===== src/rtl/core_sel_pkg.sv =====
package core_sel_pkg;

    localparam int ADDR_W     = 12;
    localparam int FIELD_W    = 3;
    localparam int NUM_FIELDS = ADDR_W / FIELD_W;
    localparam int LINES      = 1 << FIELD_W;

    typedef logic [FIELD_W-1:0] field_t;
    typedef logic [LINES-1:0]   group_n_t;

    // Field order inside the held address, least significant field first.
    typedef enum logic [1:0] {
        FLD_XA = 2'd0,
        FLD_XB = 2'd1,
        FLD_YA = 2'd2,
        FLD_YB = 2'd3
    } field_id_e;

    typedef enum logic [1:0] {
        PH_IDLE  = 2'd0,
        PH_READ  = 2'd1,
        PH_WRITE = 2'd2,
        PH_CLASH = 2'd3
    } phase_e;

    typedef struct packed {
        logic a_src_n;
        logic a_snk_n;
        logic b_src_n;
        logic b_snk_n;
    } drive_n_t;

    localparam drive_n_t DRIVE_OFF = '{a_src_n: 1'b1, a_snk_n: 1'b1,
                                       b_src_n: 1'b1, b_snk_n: 1'b1};

    function automatic phase_e classify_phase(input logic rd_n, input logic wr_n);
        phase_e p;
        case ({rd_n, wr_n})
            2'b01:   p = PH_READ;
            2'b10:   p = PH_WRITE;
            2'b00:   p = PH_CLASH;
            default: p = PH_IDLE;
        endcase
        return p;
    endfunction

    function automatic logic [FIELD_W-1:0] field_of(input logic [ADDR_W-1:0] a,
                                                    input field_id_e id);
        return a[int'(id)*FIELD_W +: FIELD_W];
    endfunction

endpackage


===== src/rtl/cs_addr_hold.sv =====
module cs_addr_hold
    import core_sel_pkg::*;
#(
    parameter int AW = ADDR_W
) (
    input  logic          clk,
    input  logic          rst,
    input  logic          load,
    input  logic          block,
    input  logic [AW-1:0] addr,
    output logic [AW-1:0] addr_q,
    output logic          held
);

    logic take;

    assign take = load && !block;

    always_ff @(posedge clk) begin
        if (rst) begin
            addr_q <= '0;
            held   <= 1'b0;
        end else if (take) begin
            addr_q <= addr;
            held   <= 1'b1;
        end
    end

endmodule


===== src/rtl/cs_line_decoder.sv =====
module cs_line_decoder #(
    parameter int FW = 3,
    localparam int NL = 1 << FW
) (
    input  logic          ena,
    input  logic [FW-1:0] field,
    output logic [NL-1:0] sel_n
);

    for (genvar i = 0; i < NL; i++) begin : g_line
        assign sel_n[i] = !(ena && (field == FW'(i)));
    end

endmodule


===== src/rtl/cs_phase_ctl.sv =====
module cs_phase_ctl
    import core_sel_pkg::*;
(
    input  logic     ok,
    input  logic     rd_n,
    input  logic     wr_n,
    output phase_e   phase,
    output drive_n_t drv
);

    always_comb begin
        phase = classify_phase(rd_n, wr_n);
        drv   = DRIVE_OFF;
        if (ok) begin
            case (phase)
                PH_READ: begin
                    drv.a_src_n = 1'b0;
                    drv.b_snk_n = 1'b0;
                end
                PH_WRITE: begin
                    drv.a_snk_n = 1'b0;
                    drv.b_src_n = 1'b0;
                end
                default: drv = DRIVE_OFF;
            endcase
        end
    end

endmodule


===== src/rtl/core_line_select.sv =====
module core_line_select
    import core_sel_pkg::*;
(
    input  logic              clk,
    input  logic              rst,
    input  logic              en,
    input  logic              load,
    input  logic [ADDR_W-1:0] addr,
    input  logic              rd_n,
    input  logic              wr_n,
    output logic [LINES-1:0]  xa_sel_n,
    output logic [LINES-1:0]  xb_sel_n,
    output logic [LINES-1:0]  ya_sel_n,
    output logic [LINES-1:0]  yb_sel_n,
    output logic              a_src_n,
    output logic              a_snk_n,
    output logic              b_src_n,
    output logic              b_snk_n
);

    logic [ADDR_W-1:0] addr_q;
    logic              held;
    logic              live;
    logic              phase_busy;
    phase_e            phase;
    drive_n_t          drv;
    group_n_t          grp_n [NUM_FIELDS];

    assign phase_busy = !rd_n || !wr_n;
    assign live       = en && held;

    cs_addr_hold #(.AW(ADDR_W)) u_hold (
        .clk    (clk),
        .rst    (rst),
        .load   (load),
        .block  (phase_busy),
        .addr   (addr),
        .addr_q (addr_q),
        .held   (held)
    );

    for (genvar g = 0; g < NUM_FIELDS; g++) begin : g_dec
        cs_line_decoder #(.FW(FIELD_W)) u_dec (
            .ena   (live),
            .field (field_of(addr_q, field_id_e'(g))),
            .sel_n (grp_n[g])
        );
    end

    assign xa_sel_n = grp_n[FLD_XA];
    assign xb_sel_n = grp_n[FLD_XB];
    assign ya_sel_n = grp_n[FLD_YA];
    assign yb_sel_n = grp_n[FLD_YB];

    cs_phase_ctl u_phase (
        .ok    (live),
        .rd_n  (rd_n),
        .wr_n  (wr_n),
        .phase (phase),
        .drv   (drv)
    );

    assign a_src_n = drv.a_src_n;
    assign a_snk_n = drv.a_snk_n;
    assign b_src_n = drv.b_src_n;
    assign b_snk_n = drv.b_snk_n;

endmodule


===== config.mk =====
export PLATFORM = sky130hd
export DESIGN_NAME = core_line_select
export DESIGN_NICKNAME = d
export VERILOG_FILES = /design/src/rtl/core_sel_pkg.sv /design/src/rtl/cs_addr_hold.sv /design/src/rtl/cs_line_decoder.sv /design/src/rtl/cs_phase_ctl.sv /design/src/rtl/core_line_select.sv
export SDC_FILE = /design/constraint.sdc
export NUM_CORES = 1
export LEC_CHECK = 0
export ABC_AREA = 1
export BUFFER_PORTS_ARGS = -buffer_cell sky130_fd_sc_hd__buf_4
export CAP_MARGIN = 40
export CORE_MARGIN = 4
export CORE_UTILIZATION = 33
export CTS_BUF_LIST = sky130_fd_sc_hd__clkbuf_4 sky130_fd_sc_hd__clkbuf_8 sky130_fd_sc_hd__clkbuf_16
export DETAILED_ROUTE_END_ITERATION = 10
export GPL_TIMING_DRIVEN = 1
export HOLD_SLACK_MARGIN = 0.06
export PLACE_DENSITY = 0.63
export SETUP_SLACK_MARGIN = 0.15
export SLEW_MARGIN = 10
export SYNTH_ARGS = -nofsm -noshare
export SYNTH_HDL_FRONTEND = slang
export SYNTH_HIERARCHICAL = 1
export SYNTH_SLANG_ARGS = --single-unit

===== constraint.sdc =====
create_clock -name clk -period 0.8 [get_ports clk]
set_input_delay 0.04 -clock clk [delete_from_list [all_inputs] [get_ports clk]]
set_output_delay 0.04 -clock clk [all_outputs]
set_load 0.01 [all_outputs]

# Word level (Yosys, flattened, before mapping)
# Cells that the tools add are included.
# word_totals
regBits	13
inputBits	18
wordCells	113
# classes
eq_ne	32
mux	4
reduce_logical	75
# ops
op	count
== test 3 bit (second input constant)	16
zero test 1 bit	35
logical AND 1 bit	34
== test 3 x 2 -> 1 bit (second input constant)	8
== test 3 x 1 -> 1 bit (second input constant)	4
zero test 3 bit	4
case mux 2 bit (3 select lines)	1
== test 2 x 1 -> 1 bit (second input constant)	2
== test 2 bit (second input constant)	2
2-to-1 mux 4 bit	1
zero test 2 bit	1
2-to-1 mux 2 bit	1
logical OR 1 bit	1
2-to-1 mux 1 bit	1

# Logic depth before layout (Yosys ltp)
# Gate-level depths: netlist of run 1.
# logic_depth
depth_word	5
mapped_depth	6

# Hierarchy
# The synthesis of run 1 kept the hierarchy.
# modules_own_cells
module	instances	cells_per_inst	area_per_inst_um2	seq_area_each_um2
cs_addr_hold	1	83	563.0	260.2
cs_line_decoder	4	19	73.8	0.0
cs_phase_ctl	1	6	32.5	0.0
core_line_select	1	3	11.3	0.0

# Worst setup path after synthesis of run 1
# No wires, ideal clock.
# synth_path
path_kind	reg2out
start	reg u_hold.held
end	out a_snk_n
arrival_time_ns	0.864
slack_ns	-0.104
stages_incl_launch_ff	5
n_path_buf	1
path_cell_list	dfxtp_1 > nand2_1 > inv_1 > nand3_1 > buf_4
# synth_via
elab_chain_len	2
# synth_lines
item	line	rtl
from (decl)	cs_addr_hold.sv:12	output logic held
from (signal assigned)	cs_addr_hold.sv:22	held <= 1'b0;
from (signal assigned)	cs_addr_hold.sv:25	held <= 1'b1;
logical AND 1 bit	core_line_select.sv:30	assign live = en && held;
via live	core_line_select.sv:23	logic live;
2-to-1 mux 4 bit	cs_phase_ctl.sv:14	if (ok) begin
to (decl)	core_line_select.sv:16	output logic a_snk_n,
# The timed path passes the listed nets, and every way through them passes these cells.

# Final worst setup path of run 1
# layout_path
start	reg u_hold.held
end	out b_snk_n
# layout_via
elab_chain_len	2
# layout_lines
item	line	rtl
logical AND 1 bit	core_line_select.sv:30	
2-to-1 mux 4 bit	cs_phase_ctl.sv:14	
to (decl)	core_line_select.sv:18	output logic b_snk_n
# No other way between the ends.

==> results.yml, run 1 <==
run_status:
  outcome: "finished, violations left"
  violations: "negative setup slack"
drt:
  drt_first_iter_violations: 24
  vias: 1137
  antenna_left: 0
  vias_per_cell: 4.42
  wl_mm: 2.62
  route.detailed.drc: 0
  firstDrtPassIters: 4
  routedWlPerCell_microns: 10.2
clock_tree:
  cts_tree: "built"
  insertion_delay_ns: 0.27
  htree_num_levels: 1
  clock-sinks: 13
  post_cts_buffers: 0
  clock_path_buffers: 2
  cts_root_buf: "clkbuf_4"
  numCtsBuffers: 3
  path_clk_slew_ns: 0.08
pwr:
  power.leakage_nw: 0.780
  power.share.clock_pct: 29.9
  power_frac_seq_pct: 47.7
  netSwitchingFraction_pct: 29.8
  irDropWorstVdd_v: 0.000628
  power_w: 0.00152
  power.density_mw_per_mm2: 961
  p_int_w: 0.00107
  p_comb_share_pct: 22.5
  p_sw_w: 0.000454
critical_path:
  crit_path_max_incr_delay_ns: 0.34
  crit_chain: "nand2_4 -> clkinvlp_4 -> buf_4 -> nand3_2 -> buf_4"
  critPathBufInv: 3
  crit_type: "reg -> out"
  r2r_end: "u_hold/addr_q[9]$_SDFFE_PP0P_"
  slowest_stage: "dfxtp_2"
  path_common_cell: "buf_4"
  worst_setup_path_end_kind: "output port"
  critPathTopFamily: "buffers and inverters"
  cp.required_ns: 0.76
  reg2regPathDepth: 2
  cp.arrival_ns: 1.19
  r2r_start: "u_hold/addr_q[9]$_SDFFE_PP0P_"
  start_kind: "flop"
  cp_max_fo: 4
  rrSetupSlack_ns: 0.18
synth:
  netlist.area_leader.share_pct: 28.8
  ys_ff_latch: 13
  syn_inst: 168
  syn-num-nets: 186
  synth_largest_area_cell: "dfxtp_1"
  yosysWarnings: 6
  synth.avg_cell_area_sq_um: 5.37
  synth_cell_type_count: 11
  yosysSeqAreaShare_pct: 28.8
  ys_top_cells_by_area: "dfxtp_1, nand2_1, nor2_1"
  synth_area_sq_um: 902
floorplan:
  die_area_sq_mm: 0.00363
  ioPinCount: 54
  core_area_sq_mm: 0.00254
  die_w_microns: 60.3
  fp-row-count: 18
  dieHeight_microns: 60.3
  start_util_pct: 35.4
final_layout:
  area_growth_syn_to_layout_pct: 75.7
  nets: 246
  final_area_sq_mm: 0.00159
  post-route-util_pct: 62.3
  n_antenna_cell: 0
  layout-drive-gt1-share_pct: 55.1
global_routing:
  grt_max_degree: 14
  antenna_found_initial: 0
  grt_pass1_wl_mm: 4.31
  grt_pass1_vias: 1067
  grt_usage_pct: 15.4
  grt_remaining_overflow: 0
place:
  placed_area_sq_mm: 0.00143
  gp_congestion: 0.729
  io_buffer_count: 53
  dpl_worst_slack_ns: -0.148
  hpwl_mm: 2.06
timing:
  finalSetupViolCount: 36
  final.setup.tns_ns: -14.44
  worst_pin_slew_ns: 0.333
  hold_viol_final: 0
  fin_worst_skew_ns: 0
  slew_violations: 0
  fin_ws_ns: -0.426
  clock.fmax_mhz: 815
  finalCritPeriodShare_pct: 153
  rsz0062_at_grt: "yes"
  max_slew_margin_pct: 77.7
  min_period_ns: 1.23
hold_path:
  hold_path_end: "u_hold/addr_q[6]$_SDFFE_PP0P_"
  min_path_type: "in -> reg"
  min-delay-start: "addr[6]"
  holdPathStages: 5
job:
  drv_cap: 0
-- state kept, by name, indices dropped and copies added, names as in the netlist --
name           flops
u_hold/held        1
u_hold/addr_q     12
-- worst max-delay path by stage --
stage / cells after the start / from / slack [ns] / end
after CTS: 6 / u_hold/held$_SDFFE_PP0P_ / -0.43 / ya_sel_n[6]
after floorplan: 5 / u_hold/held$_SDFFE_PP0P_ / 0.02 / xa_sel_n[0]
after global routing: 6 / u_hold/held$_SDFFE_PP0P_ / -0.51 / xb_sel_n[6]
after global placement: 6 / u_hold/held$_SDFFE_PP0P_ / -0.11 / xa_sel_n[1]
after detailed placement: 6 / u_hold/held$_SDFFE_PP0P_ / -0.15 / ya_sel_n[0]
final: 5 / u_hold/held$_SDFFE_PP0P_ / -0.43 / b_snk_n
-- cell families after synthesis --
| kind of cell | after synthesis | synth area share [%] |
|---|---|---|
| simple gates | 111 | 50.1 |
| buf+inv | 44 | 21.1 |
| flops | 13 | 28.8 |
-- synth_stat cells --
| library cell | count |
|---|---|
| inv_1 | 33 |
| nand3_1 | 14 |
| nor2_2 | 4 |
| buf_2 | 2 |
| inv_2 | 5 |
| nor2_1 | 38 |
| nand2_1 | 54 |
| buf_6 | 2 |
| dfxtp_1 | 13 |
| nor2_4 | 1 |
| buf_4 | 2 |
-- tightest hold or removal path, cell delays in order --
cell and delay, ns:
buf_4 0.08, inv_1 0.03, nand3_1 0.05, nand2_1 0.04, nor2_1 0.07
-- repair_timing --
action	CTS	global route
setup endpoints to repair	37	47
hold endpoints to repair	6	0
resized for setup	15	21
gates cloned	1	1
hold buffers	1	0
pin swaps	5	0
-- power groups by stage --
stage / logic (W) / clock network [W] / registers (W)
3_5_place_dp: 0.000322 / 0 / 0.000733
4_1_cts: 0.000335 / 0.000480 / 0.000720
2_1_floorplan: 0.000199 / 0 / 0.000727
3_3_place_gp: 0.000314 / 0 / 0.000731
6_report: 0.000343 / 0.000455 / 0.000726
5_1_grt: 0.000385 / 0.000516 / 0.000734
-- layer usage --
layer	GRT usage [%]	wire length, microns
met4	4.75	0
met5	0	0
met1	17.1	1010
met2	28.7	1400
met3	3.46	212
-- cell type report --
class / instances / area, sq um
Clock buffer: 4 / 30.0
Inverter: 38 / 154
Multi-Input combinational cell: 111 / 569
Tap cell: 30 / 37.5
Fill cell: 233 / 960
Timing Repair inverter: 2 / 15.0
Sequential cell: 13 / 274
Timing Repair Buffer: 59 / 505
-- cell usage in the layout (no fill, tap or decap), drive strengths merged --
cell,Yosys,final
buf,6,58
clkbuf,0,4
clkinvlp,0,3
dfxtp,13,13
dlygate4sd3,0,1
inv,38,37
nand2,54,54
nand3,14,14
nor2,43,43
-- through the flow --
| stage | instances | hold WS, ns |
|---|---|---|
| after floorplan | 168 | 0.105 |
| after global placement | 250 | 0.204 |
| after detailed placement | 250 | 0.208 |
| after CTS | 256 | 0.0523 |
| after global routing | 257 | 0.0645 |
| final | 257 | 0.0597 |
Power figures use the tool's default switching activity.
==> inputs of run 2 (changes only) <==
Settings changed: PLACE_DENSITY 0.63 to 0.65, SYNTH_HIERARCHICAL 1 to not set.
==> run 2 against run 1 <==
Net effect: the flow finishes with violations (negative hold slack, negative setup slack); combinational power is 5% lower; non-clock buffer count fell by 1; sequential share of layout area up 1.6 points; global-route usage fell by 0.14 points; fmax rose by 5.2%; design area fell by 3.2%; critical endpoint is now xa_sel_n[2]; synthesized cell count shrank 12%; wire length down 7.3%; worst hold slack lost 0.088 ns.
==> results.yml, run 2 <==
pwr:
  power.leakage_nw: 0.743
  netSwitchingFraction_pct: 28.9
  p_int_w: 0.00106
  p_sw_w: 0.000429
  power.density_mw_per_mm2: 970
  irDropWorstVdd_v: 0.000743
  power_w: 0.00149
  p_comb_share_pct: 21.9
  power.share.clock_pct: 29.4
  power_frac_seq_pct: 48.7
synth:
  synth_cell_type_count: 10
  netlist.area_leader.share_pct: 32.5
  ys_ff_latch: 13
  yosysWarnings: 0
  synth_area_sq_um: 801
  synth_largest_area_cell: "dfxtp_1"
  yosys.area_share.simple_pct: 53.0
  post-synth-top-count-cell: "nand2_1"
  synth_top_family_by_area: "simple AND/OR/NAND/NOR gates"
  postSynth.asyncResetShare_pct: 0
  synth-edff-count: 0
  synthAdderAreaFrac_pct: 0
  synth_mux_area_share_pct: 0
  synth.avg_cell_area_sq_um: 5.41
  synth_compound_area_share_pct: 0.625
  ys.flop_type: "dfxtp_1"
  yosysSeqAreaShare_pct: 32.5
  syn-num-nets: 166
  synthXorXnorAreaFrac_pct: 0
  ys_top_cells_by_area: "dfxtp_1, nand2_1, nor2_1"
  ys_top_cells_by_count: "nand2_1, nor2_1, inv_1"
  syn_inst: 148
clock_tree:
  numCtsBuffers: 3
  clock-sinks: 13
  cts_tree: "built"
  htree_num_levels: 1
  hold_buffers: 1
  insertion_delay_ns: 0.27
  cts_root_buf: "clkbuf_4"
  path_clk_slew_ns: 0.08
  clock_path_buffers: 2
critical_path:
  reg2regPathDepth: 5
  crit_type: "reg -> out"
  worst_setup_path_end_kind: "output port"
  cp_max_fo: 5
  cp.arrival_ns: 1.13
  rrSetupSlack_ns: 0.02
  r2r_start: "u_hold.addr_q[8]$_SDFFE_PP0P_"
  cp.required_ns: 0.76
  r2r_end: "u_hold.addr_q[8]$_SDFFE_PP0P_"
  start_kind: "flop"
final_layout:
  area_growth_syn_to_layout_pct: 91.6
  final_common_cell: "nand2_1"
  layout-drive-gt1-share_pct: 56.3
  top_regs: "u_hold.addr_q: 12 flops, u_hold.held: 1 flops"
  largest_register_ffs: 12
  n_antenna_cell: 0
  final_area_sq_mm: 0.00153
  nets: 225
  mostFrequentLayoutCells: "nand2_1, nor2_1, buf_4, buf_6, nand2_2"
  post-route-util_pct: 68.0
  stdcell_count: 234
  fillers: 203
  largest-register: "u_hold.addr_q"
drt:
  vias: 1031
  routedWlPerCell_microns: 10.4
  firstDrtPassIters: 4
  route.detailed.drc: 0
  route.layer.met1.wl_microns: 998
  antenna_left: 0
  vias_per_cell: 4.41
  wl_met2_mm: 1.16
  drt_first_iter_violations: 13
  top_layer_used: "met4"
  dr_wl_met3_microns: 247
  wl_mm: 2.43
floorplan:
  start_util_pct: 35.5
  dieHeight_microns: 57.3
  core_area_sq_mm: 0.00225
  ioPinCount: 54
  die_w_microns: 57.3
  fp-row-count: 17
  die_area_sq_mm: 0.00328
timing:
  worst_pin_slew_ns: 0.374
  min_period_ns: 1.17
  clock.fmax_mhz: 858
  fin_worst_skew_ns: 0
  finalSetupViolCount: 36
  fin_ws_ns: -0.366
  slew_violations: 0
  rsz0062_at_grt: "yes"
  holdWs_ns: -0.0287
  hold_viol_final: 11
  max_slew_margin_pct: 75.0
  final.setup.tns_ns: -12.27
  finalCritPeriodShare_pct: 146
place:
  place_inst: 227
  hpwl_mm: 1.74
  io_buffer_count: 53
  gp_congestion: 0.755
  placed_area_sq_mm: 0.00124
global_routing:
  grt_max_degree: 26
  grt_pass1_wl_mm: 4.05
  grt_remaining_overflow: 0
  grt_pass1_vias: 992
  grt_usage_pct: 15.3
  antenna_found_initial: 0
run_status:
  outcome: "finished, violations left"
  violations: "negative hold slack, negative setup slack"
job:
  drv_cap: 0
hold_path:
  hold_path_end: "u_hold.addr_q[7]$_SDFFE_PP0P_"
  holdPathStages: 3
  min_path_type: "in -> reg"
  min-delay-start: "addr[7]"
## run 2: worst max-delay path, stage by stage (launching register included)
cell and delay, ns:
dfxtp_4 0.40, nand2_8 0.09, nor2_4 0.17, nand2_2 0.07, buf_6 0.12
## run 2: timing repair
item / in CTS / in global routing
gates resized for setup: 68 / 21
buffers inserted: 0 / 1
endpoints found under the setup margin: 47 / 49
pin swaps: 6 / 6
endpoints found under the hold margin: 13 / 12
gates cloned: 1 / 0
## run 2: layer usage
| metal | vias up | global-route usage (%) |
|---|---|---|
| li1 | 552 | - |
| met1 | 428 | 17.2 |
| met2 | 47 | 27.2 |
| met3 | 4 | 4.07 |
| met4 | 0 | 5.96 |
| met5 | - | 0 |
## run 2: cells by family (layout without fill, tap and decap cells)
group,after synthesis,count (layout)
AO/OA/AOI/OAI,1,1
buffers and inverters,25,82
flip-flops,13,13
AND/OR/NAND/NOR,109,110
## run 2: worst max-delay path by stage
| stage | from | end | slack (ns) |
|---|---|---|---|
| finish | u_hold.held$_SDFFE_PP0P_ | xa_sel_n[2] | -0.37 |
| global route | u_hold.held$_SDFFE_PP0P_ | xb_sel_n[0] | -0.43 |
| CTS | u_hold.held$_SDFFE_PP0P_ | xa_sel_n[2] | -0.38 |
| detailed placement | u_hold.held$_SDFFE_PP0P_ | xb_sel_n[4] | -0.14 |
| global placement | u_hold.held$_SDFFE_PP0P_ | yb_sel_n[0] | -0.11 |
| floorplan | u_hold.held$_SDFFE_PP0P_ | b_src_n | 0.06 |
## run 2: power groups by stage
stage / Clock (W) / Combinational, W / Sequential [W]
floorplan: 0 / 0.000146 / 0.000719
global placement: 0 / 0.000255 / 0.000722
detailed placement: 0 / 0.000261 / 0.000725
CTS: 0.000464 / 0.000305 / 0.000729
global route: 0.000483 / 0.000364 / 0.000730
finish: 0.000437 / 0.000325 / 0.000725
## run 2: area by class of cell
class / count / area (sq um) / share of cell area [%]
Inverter: 20 / 85.1 / 5.55
Clock buffer: 4 / 30.0 / 1.96
Timing Repair Buffer: 58 / 524 / 34.2
Sequential cell: 13 / 289 / 18.8
Tap cell: 28 / 35.0 / 2.28
Multi-Input combinational cell: 111 / 571 / 37.2
## run 2: per-stage QoR
stage	hold slack (ns)	setup WS [ns]
4_1_cts	-0.0387	-0.378
5_1_grt	-0.0253	-0.435
6_report	-0.0287	-0.366
3_5_place_dp	0.202	-0.140
3_3_place_gp	0.198	-0.109
2_1_floorplan	0.102	0.0617
